### config.mk
export PLATFORM = sky130hd
export DESIGN_NAME = hs_burst_lane_tx
export DESIGN_NICKNAME = d
export VERILOG_FILES = /design/src/rtl/hs_lane_pkg.sv /design/src/rtl/hs_lane_phase_cnt.sv /design/src/rtl/hs_lane_shifter.sv /design/src/rtl/hs_lane_ctrl.sv /design/src/rtl/hs_burst_lane_tx.sv
export SDC_FILE = /design/constraint.sdc
export NUM_CORES = 1
export LEC_CHECK = 0
export ABC_AREA = 1
export BUFFER_PORTS_ARGS = -buffer_cell sky130_fd_sc_hd__buf_2
export CAP_MARGIN = 0
export CORE_MARGIN = 2
export CORE_UTILIZATION = 57
export DETAILED_ROUTE_END_ITERATION = 10
export PLACE_DENSITY = 0.87
export SLEW_MARGIN = 20
export SYNTH_ARGS = -nofsm -noshare
export SYNTH_HDL_FRONTEND = slang
export SYNTH_SLANG_ARGS = --single-unit
### constraint.sdc
create_clock -name clk -period 1.75 [get_ports clk]
set_input_delay 0.35 -clock clk [delete_from_list [all_inputs] [get_ports clk]]
set_output_delay 0.35 -clock clk [all_outputs]
set_load 0.005 [all_outputs]
### src/rtl/hs_lane_pkg.sv
`timescale 1ns/1ps
package hs_lane_pkg;

  localparam int LANE_BYTE_W = 8;

  localparam logic [LANE_BYTE_W-1:0] HS_SYNC_WORD = 8'b00011101;

  localparam logic [1:0] LINES_STOP   = 2'b11;
  localparam logic [1:0] LINES_REQ    = 2'b01;
  localparam logic [1:0] LINES_BRIDGE = 2'b00;

  typedef enum logic [2:0] {
    ST_IDLE  = 3'd0,
    ST_LP01  = 3'd1,
    ST_LP00  = 3'd2,
    ST_SYNC  = 3'd3,
    ST_DATA  = 3'd4,
    ST_TRAIL = 3'd5,
    ST_HOLD  = 3'd6
  } lane_state_e;

endpackage

### src/rtl/hs_lane_phase_cnt.sv
`timescale 1ns/1ps
module hs_lane_phase_cnt #(
  parameter int CNT_W = 8
) (
  input  logic             clk,
  input  logic             rst_n,
  input  logic             clr,
  input  logic             en,
  input  logic [CNT_W-1:0] limit,
  output logic             done
);

  logic [CNT_W-1:0] cnt_q;
  logic [CNT_W-1:0] cnt_d;

  always_comb begin
    cnt_d = cnt_q;
    if (clr) begin
      cnt_d = '0;
    end else if (en) begin
      cnt_d = cnt_q + 1'b1;
    end
  end

  always_ff @(posedge clk or negedge rst_n) begin
    if (!rst_n) begin
      cnt_q <= '0;
    end else begin
      cnt_q <= cnt_d;
    end
  end

  assign done = (cnt_q == limit);

endmodule

### src/rtl/hs_lane_shifter.sv
`timescale 1ns/1ps
module hs_lane_shifter
  import hs_lane_pkg::*;
#(
  parameter int BYTE_W = LANE_BYTE_W
) (
  input  logic              clk,
  input  logic              rst_n,
  input  logic              preload_en,
  input  logic              load_hold_en,
  input  logic              load_in_en,
  input  logic              shift_en,
  input  logic [BYTE_W-1:0] in_data,
  input  logic              in_last,
  output logic              ser_bit,
  output logic              cur_last,
  output logic              last_sent
);

  logic [BYTE_W-1:0] shreg_q, shreg_d;
  logic [BYTE_W-1:0] hold_q, hold_d;
  logic              hold_last_q, hold_last_d;
  logic              cur_last_q, cur_last_d;
  logic              sent_q, sent_d;

  always_comb begin
    shreg_d     = shreg_q;
    hold_d      = hold_q;
    hold_last_d = hold_last_q;
    cur_last_d  = cur_last_q;
    sent_d      = sent_q;
    if (shift_en) begin
      sent_d = shreg_q[0];
    end
    if (preload_en) begin
      shreg_d     = HS_SYNC_WORD;
      hold_d      = in_data;
      hold_last_d = in_last;
      cur_last_d  = 1'b0;
    end else if (load_hold_en) begin
      shreg_d    = hold_q;
      cur_last_d = hold_last_q;
    end else if (load_in_en) begin
      shreg_d    = in_data;
      cur_last_d = in_last;
    end else if (shift_en) begin
      shreg_d = {1'b0, shreg_q[BYTE_W-1:1]};
    end
  end

  always_ff @(posedge clk or negedge rst_n) begin
    if (!rst_n) begin
      shreg_q     <= '0;
      hold_q      <= '0;
      hold_last_q <= 1'b0;
      cur_last_q  <= 1'b0;
      sent_q      <= 1'b0;
    end else begin
      shreg_q     <= shreg_d;
      hold_q      <= hold_d;
      hold_last_q <= hold_last_d;
      cur_last_q  <= cur_last_d;
      sent_q      <= sent_d;
    end
  end

  assign ser_bit   = shreg_q[0];
  assign cur_last  = cur_last_q;
  assign last_sent = sent_q;

endmodule

### src/rtl/hs_lane_ctrl.sv
`timescale 1ns/1ps
module hs_lane_ctrl
  import hs_lane_pkg::*;
#(
  parameter int LP_HOLD    = 4,
  parameter int TRAIL_BITS = 6,
  parameter int BYTE_W     = LANE_BYTE_W,
  parameter int CNT_W      = 4
) (
  input  logic             clk,
  input  logic             rst_n,
  input  logic             clk_lane_hs,
  input  logic             in_valid,
  input  logic             cnt_done,
  input  logic             cur_last,
  output logic             start,
  output logic             cnt_clr,
  output logic             cnt_en,
  output logic [CNT_W-1:0] cnt_limit,
  output logic             load_hold,
  output logic             load_in,
  output logic             shift_en,
  output logic             in_ready,
  output logic [1:0]       lp_drive,
  output logic             hs_en,
  output logic             drive_ser,
  output logic             drive_trail
);

  localparam logic [CNT_W-1:0] LIM_LP    = CNT_W'(LP_HOLD - 1);
  localparam logic [CNT_W-1:0] LIM_BYTE  = CNT_W'(BYTE_W - 1);
  localparam logic [CNT_W-1:0] LIM_TRAIL = CNT_W'(TRAIL_BITS - 1);

  lane_state_e state_q, state_d;

  // next-state and handshake decode
  always_comb begin
    state_d   = state_q;
    start     = 1'b0;
    load_hold = 1'b0;
    load_in   = 1'b0;
    in_ready  = 1'b0;
    case (state_q)
      ST_IDLE: begin
        in_ready = clk_lane_hs;
        if (clk_lane_hs && in_valid) begin
          start   = 1'b1;
          state_d = ST_LP01;
        end
      end
      ST_LP01: if (cnt_done) state_d = ST_LP00;
      ST_LP00: if (cnt_done) state_d = ST_SYNC;
      ST_SYNC: begin
        if (cnt_done) begin
          load_hold = 1'b1;
          state_d   = ST_DATA;
        end
      end
      ST_DATA: begin
        if (cnt_done) begin
          if (!cur_last) begin
            in_ready = 1'b1;
            if (in_valid) begin
              load_in = 1'b1;
            end else begin
              state_d = ST_TRAIL;
            end
          end else begin
            state_d = ST_TRAIL;
          end
        end
      end
      ST_TRAIL: if (cnt_done) state_d = ST_HOLD;
      ST_HOLD:  if (cnt_done) state_d = ST_IDLE;
      default:  state_d = ST_IDLE;
    endcase
  end

  // per-state output and phase length decode
  always_comb begin
    lp_drive    = LINES_BRIDGE;
    hs_en       = 1'b0;
    drive_ser   = 1'b0;
    drive_trail = 1'b0;
    cnt_limit   = '0;
    case (state_q)
      ST_IDLE: begin
        lp_drive = LINES_STOP;
      end
      ST_LP01: begin
        lp_drive  = LINES_REQ;
        cnt_limit = LIM_LP;
      end
      ST_LP00: begin
        cnt_limit = LIM_LP;
      end
      ST_SYNC, ST_DATA: begin
        hs_en     = 1'b1;
        drive_ser = 1'b1;
        cnt_limit = LIM_BYTE;
      end
      ST_TRAIL: begin
        hs_en       = 1'b1;
        drive_trail = 1'b1;
        cnt_limit   = LIM_TRAIL;
      end
      ST_HOLD: begin
        lp_drive  = LINES_STOP;
        cnt_limit = LIM_LP;
      end
      default: begin
        lp_drive = LINES_STOP;
      end
    endcase
  end

  assign shift_en = drive_ser;
  assign cnt_en   = (state_q != ST_IDLE);
  assign cnt_clr  = cnt_done || start;

  always_ff @(posedge clk or negedge rst_n) begin
    if (!rst_n) begin
      state_q <= ST_IDLE;
    end else begin
      state_q <= state_d;
    end
  end

endmodule

### src/rtl/hs_burst_lane_tx.sv
`timescale 1ns/1ps
module hs_burst_lane_tx
  import hs_lane_pkg::*;
#(
  parameter int LP_HOLD    = 4,
  parameter int TRAIL_BITS = 6
) (
  input  logic                   clk,
  input  logic                   rst_n,
  input  logic                   clk_lane_hs,
  input  logic                   in_valid,
  input  logic [LANE_BYTE_W-1:0] in_data,
  input  logic                   in_last,
  output logic                   in_ready,
  output logic [1:0]             lp_drive,
  output logic                   hs_en,
  output logic                   hs_bit
);

  localparam int BYTE_W  = LANE_BYTE_W;
  localparam int CNT_TOP = (LP_HOLD > TRAIL_BITS)
                           ? ((LP_HOLD > BYTE_W) ? LP_HOLD : BYTE_W)
                           : ((TRAIL_BITS > BYTE_W) ? TRAIL_BITS : BYTE_W);
  localparam int CNT_W   = $clog2(CNT_TOP + 1);

  // reset: asserted at once, released on a clock edge
  logic rst_meta_q, rst_sync_q;
  always_ff @(posedge clk or negedge rst_n) begin
    if (!rst_n) begin
      rst_meta_q <= 1'b0;
      rst_sync_q <= 1'b0;
    end else begin
      rst_meta_q <= 1'b1;
      rst_sync_q <= rst_meta_q;
    end
  end

  logic             start, cnt_clr, cnt_en, cnt_done;
  logic [CNT_W-1:0] cnt_limit;
  logic             load_hold, load_in, shift_en;
  logic             drive_ser, drive_trail;
  logic             ser_bit, cur_last, last_sent;

  hs_lane_ctrl #(
    .LP_HOLD   (LP_HOLD),
    .TRAIL_BITS(TRAIL_BITS),
    .BYTE_W    (BYTE_W),
    .CNT_W     (CNT_W)
  ) ctrl_i (
    .clk        (clk),
    .rst_n      (rst_sync_q),
    .clk_lane_hs(clk_lane_hs),
    .in_valid   (in_valid),
    .cnt_done   (cnt_done),
    .cur_last   (cur_last),
    .start      (start),
    .cnt_clr    (cnt_clr),
    .cnt_en     (cnt_en),
    .cnt_limit  (cnt_limit),
    .load_hold  (load_hold),
    .load_in    (load_in),
    .shift_en   (shift_en),
    .in_ready   (in_ready),
    .lp_drive   (lp_drive),
    .hs_en      (hs_en),
    .drive_ser  (drive_ser),
    .drive_trail(drive_trail)
  );

  hs_lane_phase_cnt #(
    .CNT_W(CNT_W)
  ) cnt_i (
    .clk  (clk),
    .rst_n(rst_sync_q),
    .clr  (cnt_clr),
    .en   (cnt_en),
    .limit(cnt_limit),
    .done (cnt_done)
  );

  hs_lane_shifter #(
    .BYTE_W(BYTE_W)
  ) shift_i (
    .clk         (clk),
    .rst_n       (rst_sync_q),
    .preload_en  (start),
    .load_hold_en(load_hold),
    .load_in_en  (load_in),
    .shift_en    (shift_en),
    .in_data     (in_data),
    .in_last     (in_last),
    .ser_bit     (ser_bit),
    .cur_last    (cur_last),
    .last_sent   (last_sent)
  );

  always_comb begin
    hs_bit = 1'b0;
    if (drive_ser) begin
      hs_bit = ser_bit;
    end else if (drive_trail) begin
      hs_bit = ~last_sent;
    end
  end

endmodule

# --- Word level (Yosys, flattened, before mapping) ---
# Index checks and enable logic that the tools add are counted.
classes:
  add_sub_neg: 1
  mul: 0
  div_mod_pow: 0
  order_cmp: 0
  n_eq_ne: 15
  shift: 0
  muxes: 37
  bitwise_logic: 1
  reduce_logical: 12
op_table:
  columns: ["cell", "count"]
  rows:
  - ["$mux 8", 4]
  - ["$mux 3", 9]
  - ["$pmux 3 s7", 1]
  - ["$mux 1", 18]
  - ["$ne 2x1->1 const B", 7]
  - ["$eq 3x3->1 const B", 3]
  - ["$pmux 3 s3", 1]
  - ["$mux 4", 2]
  - ["$reduce_and 8->1", 1]
  - ["$eq 3x2->1 const B", 2]
  - ["$reduce_bool 3->1", 2]
  - ["$reduce_or 3->1", 2]
  - ["$add 4x1->4 const B", 1]
  - ["$eq 4x3->1", 1]
  - ["$pmux 2 s2", 1]
  - ["$reduce_bool 4->1", 1]
  - ["$reduce_or 4->1", 1]
  - ["$eq 3x1->1 const B", 1]
  - ["$logic_not 3->1", 1]
  - ["$ne 3x2->1 const B", 1]
  - ["$pmux 1 s2", 1]
  - ["$reduce_bool 2->1", 1]
  - ["$reduce_or 2->1", 1]
  - ["$logic_and 1x1->1", 1]
  - ["other kinds (2)", 2]
word_totals:
  regBits: 28
  latchBits: 0
  ram_bits: 0
  rom_bits: 0
  output_inout_bits: 5
  word_cells: 75
  memories: 0

# --- Longest topological paths before layout ---
depth:
  ltp_word: 9
  depth_mapped: 13

# --- Hierarchy ---
# From an unflattened synthesis, not the netlist that was laid out.
unflattened:
  hier_cells: 229
  area_unflattened_um2: 1737.9
modules_own_cells:
  columns: ["mod", "instances", "cells_each", "area_per_inst_um2", "seq_area_each_um2"]
  rows:
  - ["hs_lane_shifter", 1, 121, 965.9, 475.5]
  - ["hs_lane_ctrl", 1, 69, 450.4, 75.1]
  - ["hs_lane_phase_cnt", 1, 31, 247.7, 100.1]
  - ["hs_burst_lane_tx", 1, 8, 73.8, 50.0]

# --- Least setup slack after synthesis ---
# No wires, ideal clock.
synth_path:
  path_type: "register to output"
  startpoint: "register ctrl_i.state_q[2]"
  endpoint: "output port in_ready"
  t_arrival_ns: 1.310
  required_time_ns: 1.400
  slack_ns: 0.090
  path_stages_with_launch: 9
  path_buffers: 1
  path_cell_list: "dfrtp_1 buf_4 inv_4 nand3_2 nand3_1 nand2_1 nor2_2 nand2_2 o31ai_1"
synth_between:
  elab_chain_len: 6
synth_rtl:
  columns: ["item", "line", "source"]
  rows:
  - ["from (decl)", "hs_lane_ctrl.sv:34", "lane_state_e state_q, state_d;"]
  - ["from (signal assigned)", "hs_lane_ctrl.sv:125", "state_q <= state_d;"]
  - ["$eq 3x3->1, or another cell as far along", "hs_lane_ctrl.sv:86", "case (state_q)"]
  - ["$reduce_or 3->1 (no line) or $reduce_or 2->1 (tied branches)", null, null]
  - ["$pmux 3 s3", "hs_lane_ctrl.sv:86", null]
  - ["$eq 4x3->1", "hs_lane_phase_cnt.sv:33", "assign done = (cnt_q == limit);"]
  - ["$mux 1", "hs_lane_ctrl.sv:60", "if (cnt_done) begin"]
  - ["$pmux 1 s2 (*)", "hs_lane_ctrl.sv:43", "case (state_q)"]
  - ["to (decl)", "hs_burst_lane_tx.sv:14", "output logic in_ready,"]
# Every way passes the cells marked *; elsewhere a longest branch is shown, timed or not.

# --- Worst setup path after layout ---
# Ends and elaborated chain as after synthesis.

==> results.txt <==
- For this configuration, the core starts out at a cell density of 0.5936.
* Top-level port count: 18
* Placed Cells incl. Taps: 272
* Via count of the first global-routing pass: 1476
- The finished cells cover 0.002102 mm².
* Worst Path Class, Setup: reg -> out
- During synthesis, Yosys emitted a total of 0 warnings.
- Dividing the detail-routed via count by the number of cells gives 5.545.
- Unrepaired setup endpoints after global routing: yes
* Cell area power density: 2007 mW/mm²
* Hold crit path type: in -> reg
* Net Count, Synth: 227
- DR iter-0 viols: 85
* Total grt overflow: 0
- Total Die Area: 0.003290 mm²
- Clk_skew: 0.004164 ns
- In this design, the largest share of critical-path delay is due to flip-flops.
* Initial antenna violation count: 0
- Post-Syn Area: 0.001623 mm²
* Delay of the slowest critical-path stage: 0.52 ns
- Startpoint kind of the worst setup timing path: flop
* Main flop type after synthesis: sky130_fd_sc_hd__dfrtp_1
- For this design, the slowest cell found on the critical path is sky130_fd_sc_hd__dfrtp_2.
- Routability-driven placement finished with a final weighted congestion of 0.8705.
- In the final routed layout, each cell accounts on average for 14.91 µm.
- The HPWL after detailed placement is 2442 µm.
- Type of destination of the critical path: output pin
- The cell count after synthesis came out at 213.
- Highest ir drop seen on vdd: 1.724 mV
* Violations in the final reports: setup timing
* Status: finished, violations left
- Of all nets on the critical path, the largest fanout is 5.
* Worst hold slack after final layout: 0.2089 ns
- Core Util, Final: 0.7689
* Buffer cell driving the clock tree root: sky130_fd_sc_hd__clkbuf_4
- The critical path contains buffers and inverters numbering 2 combined.
* Port buffer count: 17
- The clock reaches the later pin of the worst-skew pair after 0.34 ns.
- Final critical-path setup slack: -0.4259 ns
- Yosys cell types: 31
* Die extent in y: 57.36 µm
- Iteration count of the initial detailed-routing pass: 4
* Mean cell area of the mapped netlist: 7.619 µm²
- Leaving out filler cells and counting taps, the final layout contains 286.
* Max Root-Sink Buffers: 2
- Clock Sinks: 28
- Maximum number of pins on one net before global-route repair: 27
- The final-report hold violation count came to 0.
- Horizontal die dimension: 57.36 µm
* Share of Yosys cell area claimed by the top area cell type: 0.4318
- Counting the buffers created by CTS gives 3.
* Arrival time of data at the critical path endpoint: 1.83 ns
- H-Tree Depth: 1
- Data required time of the critical path: 1.40 ns
* Antenna-violating nets left: 0
* Count of vias placed by the detailed router: 1586
* Global router's overall resource usage: 0.2561
- 0 antenna diodes ended up in the layout.
- Number of rows created at floorplan: 19
- Leading post-synthesis cells by instance count: sky130_fd_sc_hd__nand2_1 (62), sky130_fd_sc_hd__dfrtp_1 (28), sky130_fd_sc_hd__inv_1 (27), sky130_fd_sc_hd__nand3_1 (25), sky130_fd_sc_hd__nor2_1 (10)
* First-pass GRT wire length: 6486 µm
* Final clock period utilization by the worst path: 1.243
- In this run, synthesis produced a sequential element count of 28.
- TritonCTS built the clock tree.
- Post-synth top area cell: sky130_fd_sc_hd__dfrtp_1
- Post-synthesis sequential area ratio: 0.4318
- After detailed placement, the total cell area comes to 0.001826 mm².
- Asr flop ratio synth: 1.000
- The total count of max-transition violations in the final report came to 0.
* Most instantiated library cell after synthesis: sky130_fd_sc_hd__nand2_1
* CTS clk-pin slew, worst paths: 0.16 ns
- Max-cap violations in this run came to 0.
- In this run the standard cell core region covers 0.002734 mm².
- Setup Viol. Count Final: 15
- Min Tclk post-route: 2.176 ns
- OpenSTA, run right after detailed placement, puts the worst setup slack at -0.03852 ns.
* Nets: 270
* Fraction of layout instances using a drive strength above 1: 0.3490
- Final routed DRC violation total: 0
- The signal on the critical path passes through inv_4 > nand3_4 > nand3_4 > nand2_4 > nor2_4 > nand2_2 > o31ai_2 > buf_2.
* Area overhead of the layout relative to synthesis: 29.53%
- Among the stages of the critical path, the cell type that occurs most often is sky130_fd_sc_hd__nand3_4.
- Total wire length: 4265 µm
- Fmax: 459.6 MHz
* Top cells by area in the synthesized netlist: sky130_fd_sc_hd__dfrtp_1 (43%), sky130_fd_sc_hd__nand2_1 (14%), sky130_fd_sc_hd__nand3_1 (7.7%), sky130_fd_sc_hd__inv_1 (6.2%), sky130_fd_sc_hd__nand3_2 (3.7%)
* Leakage dissipation: 1.129 nW
- Number of flops mapped to enable cells by yosys: 0
-- area by class of cell --
type,instances,area (µm²)
fillers,177,631.9
repair buffers,42,300.3
inverters,33,131.4
multi-input cells,148,890.9
clock buffers,4,36.28
well taps,31,38.79
flip-flops and latches,28,704.4
-- logic make-up (layout without fill, tap and decap cells) --
logic type                 after synthesis  in the layout  share of synthesized area
AOI/OAI and AO/OA                       25             25                    0.08559
xor gates and xnor gates                 1              1                   0.005398
adders and majority gates                1              1                   0.007709
buffers and inverters                   37             79                    0.09869
DFF                                     28             28                     0.4318
other                                    1              1                   0.002311
and+or+nand+nor                        120            120                     0.3686
-- placed cells by master (no fill, tap or decap) --
master,n
sky130_fd_sc_hd__nor2_8,1
sky130_fd_sc_hd__clkbuf_4,3
sky130_fd_sc_hd__a21oi_1,7
sky130_fd_sc_hd__nand4_1,1
sky130_fd_sc_hd__inv_1,25
sky130_fd_sc_hd__o21ai_0,9
sky130_fd_sc_hd__dfrtp_1,25
sky130_fd_sc_hd__o21a_1,1
sky130_fd_sc_hd__nor2_2,2
sky130_fd_sc_hd__inv_2,3
sky130_fd_sc_hd__o2bb2ai_1,1
sky130_fd_sc_hd__inv_4,3
sky130_fd_sc_hd__o21ai_2,1
sky130_fd_sc_hd__nand3_1,23
sky130_fd_sc_hd__xor2_1,1
sky130_fd_sc_hd__nand2_2,8
sky130_fd_sc_hd__buf_2,16
sky130_fd_sc_hd__conb_1,1
sky130_fd_sc_hd__buf_4,19
sky130_fd_sc_hd__a211oi_1,1
sky130_fd_sc_hd__buf_6,6
sky130_fd_sc_hd__clkinv_1,2
sky130_fd_sc_hd__dlygate4sd3_1,1
sky130_fd_sc_hd__clkbuf_8,1
sky130_fd_sc_hd__nand3_2,4
sky130_fd_sc_hd__nand2_1,54
sky130_fd_sc_hd__o31ai_2,1
sky130_fd_sc_hd__dfrtp_2,3
sky130_fd_sc_hd__o21ai_1,3
sky130_fd_sc_hd__ha_1,1
sky130_fd_sc_hd__o211ai_1,1
sky130_fd_sc_hd__nor2_4,6
sky130_fd_sc_hd__nand2_4,7
sky130_fd_sc_hd__nand3_4,5
sky130_fd_sc_hd__nor2_1,8
sky130_fd_sc_hd__nand3b_1,1
-- where the power goes --
group	internal, mW	switching (mW)	leakage, nW
Sequential	0.928	0.260	0.342
Combinational	1.15	1.55	0.766
Clock	0.128	0.203	0.0210
Total	2.20	2.02	1.13
-- metal layers --
layer / up-vias / track usage / part of all wire
li1: 751 / - / -
met1: 758 / 0.3333 / 0.42
met2: 62 / 0.4221 / 0.49
met3: 15 / 0.03628 / 0.056
met4: 0 / 0.1196 / 0.036
met5: - / 0 / 0
-- registers in the layout, summed over array words and instances (netlist names) --
register,count
rst_meta_q,1
shift_i.shreg_q,8
shift_i.hold_last_q,1
cnt_i.cnt_q,4
shift_i.last_sent,1
ctrl_i.state_q,3
shift_i.hold_q,8
shift_i.cur_last,1
rst_sync_q,1
-- stage by stage --
step                      power (mW)  TNS [ns]
after floorplan                2.593         0
after global placement         3.099         0
after detailed placement       3.159  -0.03852
after CTS                      3.741    -1.687
after global routing           4.520    -4.307
final                          4.219    -2.603
-- final timing paths --
check	start	to	slack (ns)	cells past startpoint
max	ctrl_i.state_q[2]	in_ready	-0.43	8
min	in_data[5]	shift_i.hold_q[5]	0.21	3
max reg2reg	ctrl_i.state_q[2]	shift_i.shreg_q[2]	-0.20	12
min reg2reg	rst_sync_q	shift_i.shreg_q[0]	0.24	1
max in group asynchronous	rst_sync_q	ctrl_i.state_q[0]	1.24	1
min in group asynchronous	rst_sync_q	shift_i.shreg_q[0]	0.24	1
-- worst reg2reg max path: cells and delay by family (launching register included) --
family,cells,cell delay [ns]
compound gates,1,0.14
buf+inv,4,0.44
flops,1,0.52
simple gates,7,0.82
-- timing repair --
action                                 in CTS  in global routing
hold buffers                                1                  0
setup buffers                              11                  6
cloned                                      0                  0
pin swaps                                   2                  2
gates resized for setup                    15                 29
setup endpoints to repair                   4                 17
endpoints found under the hold margin       2                  0
Power figures use the tool's default switching activity.
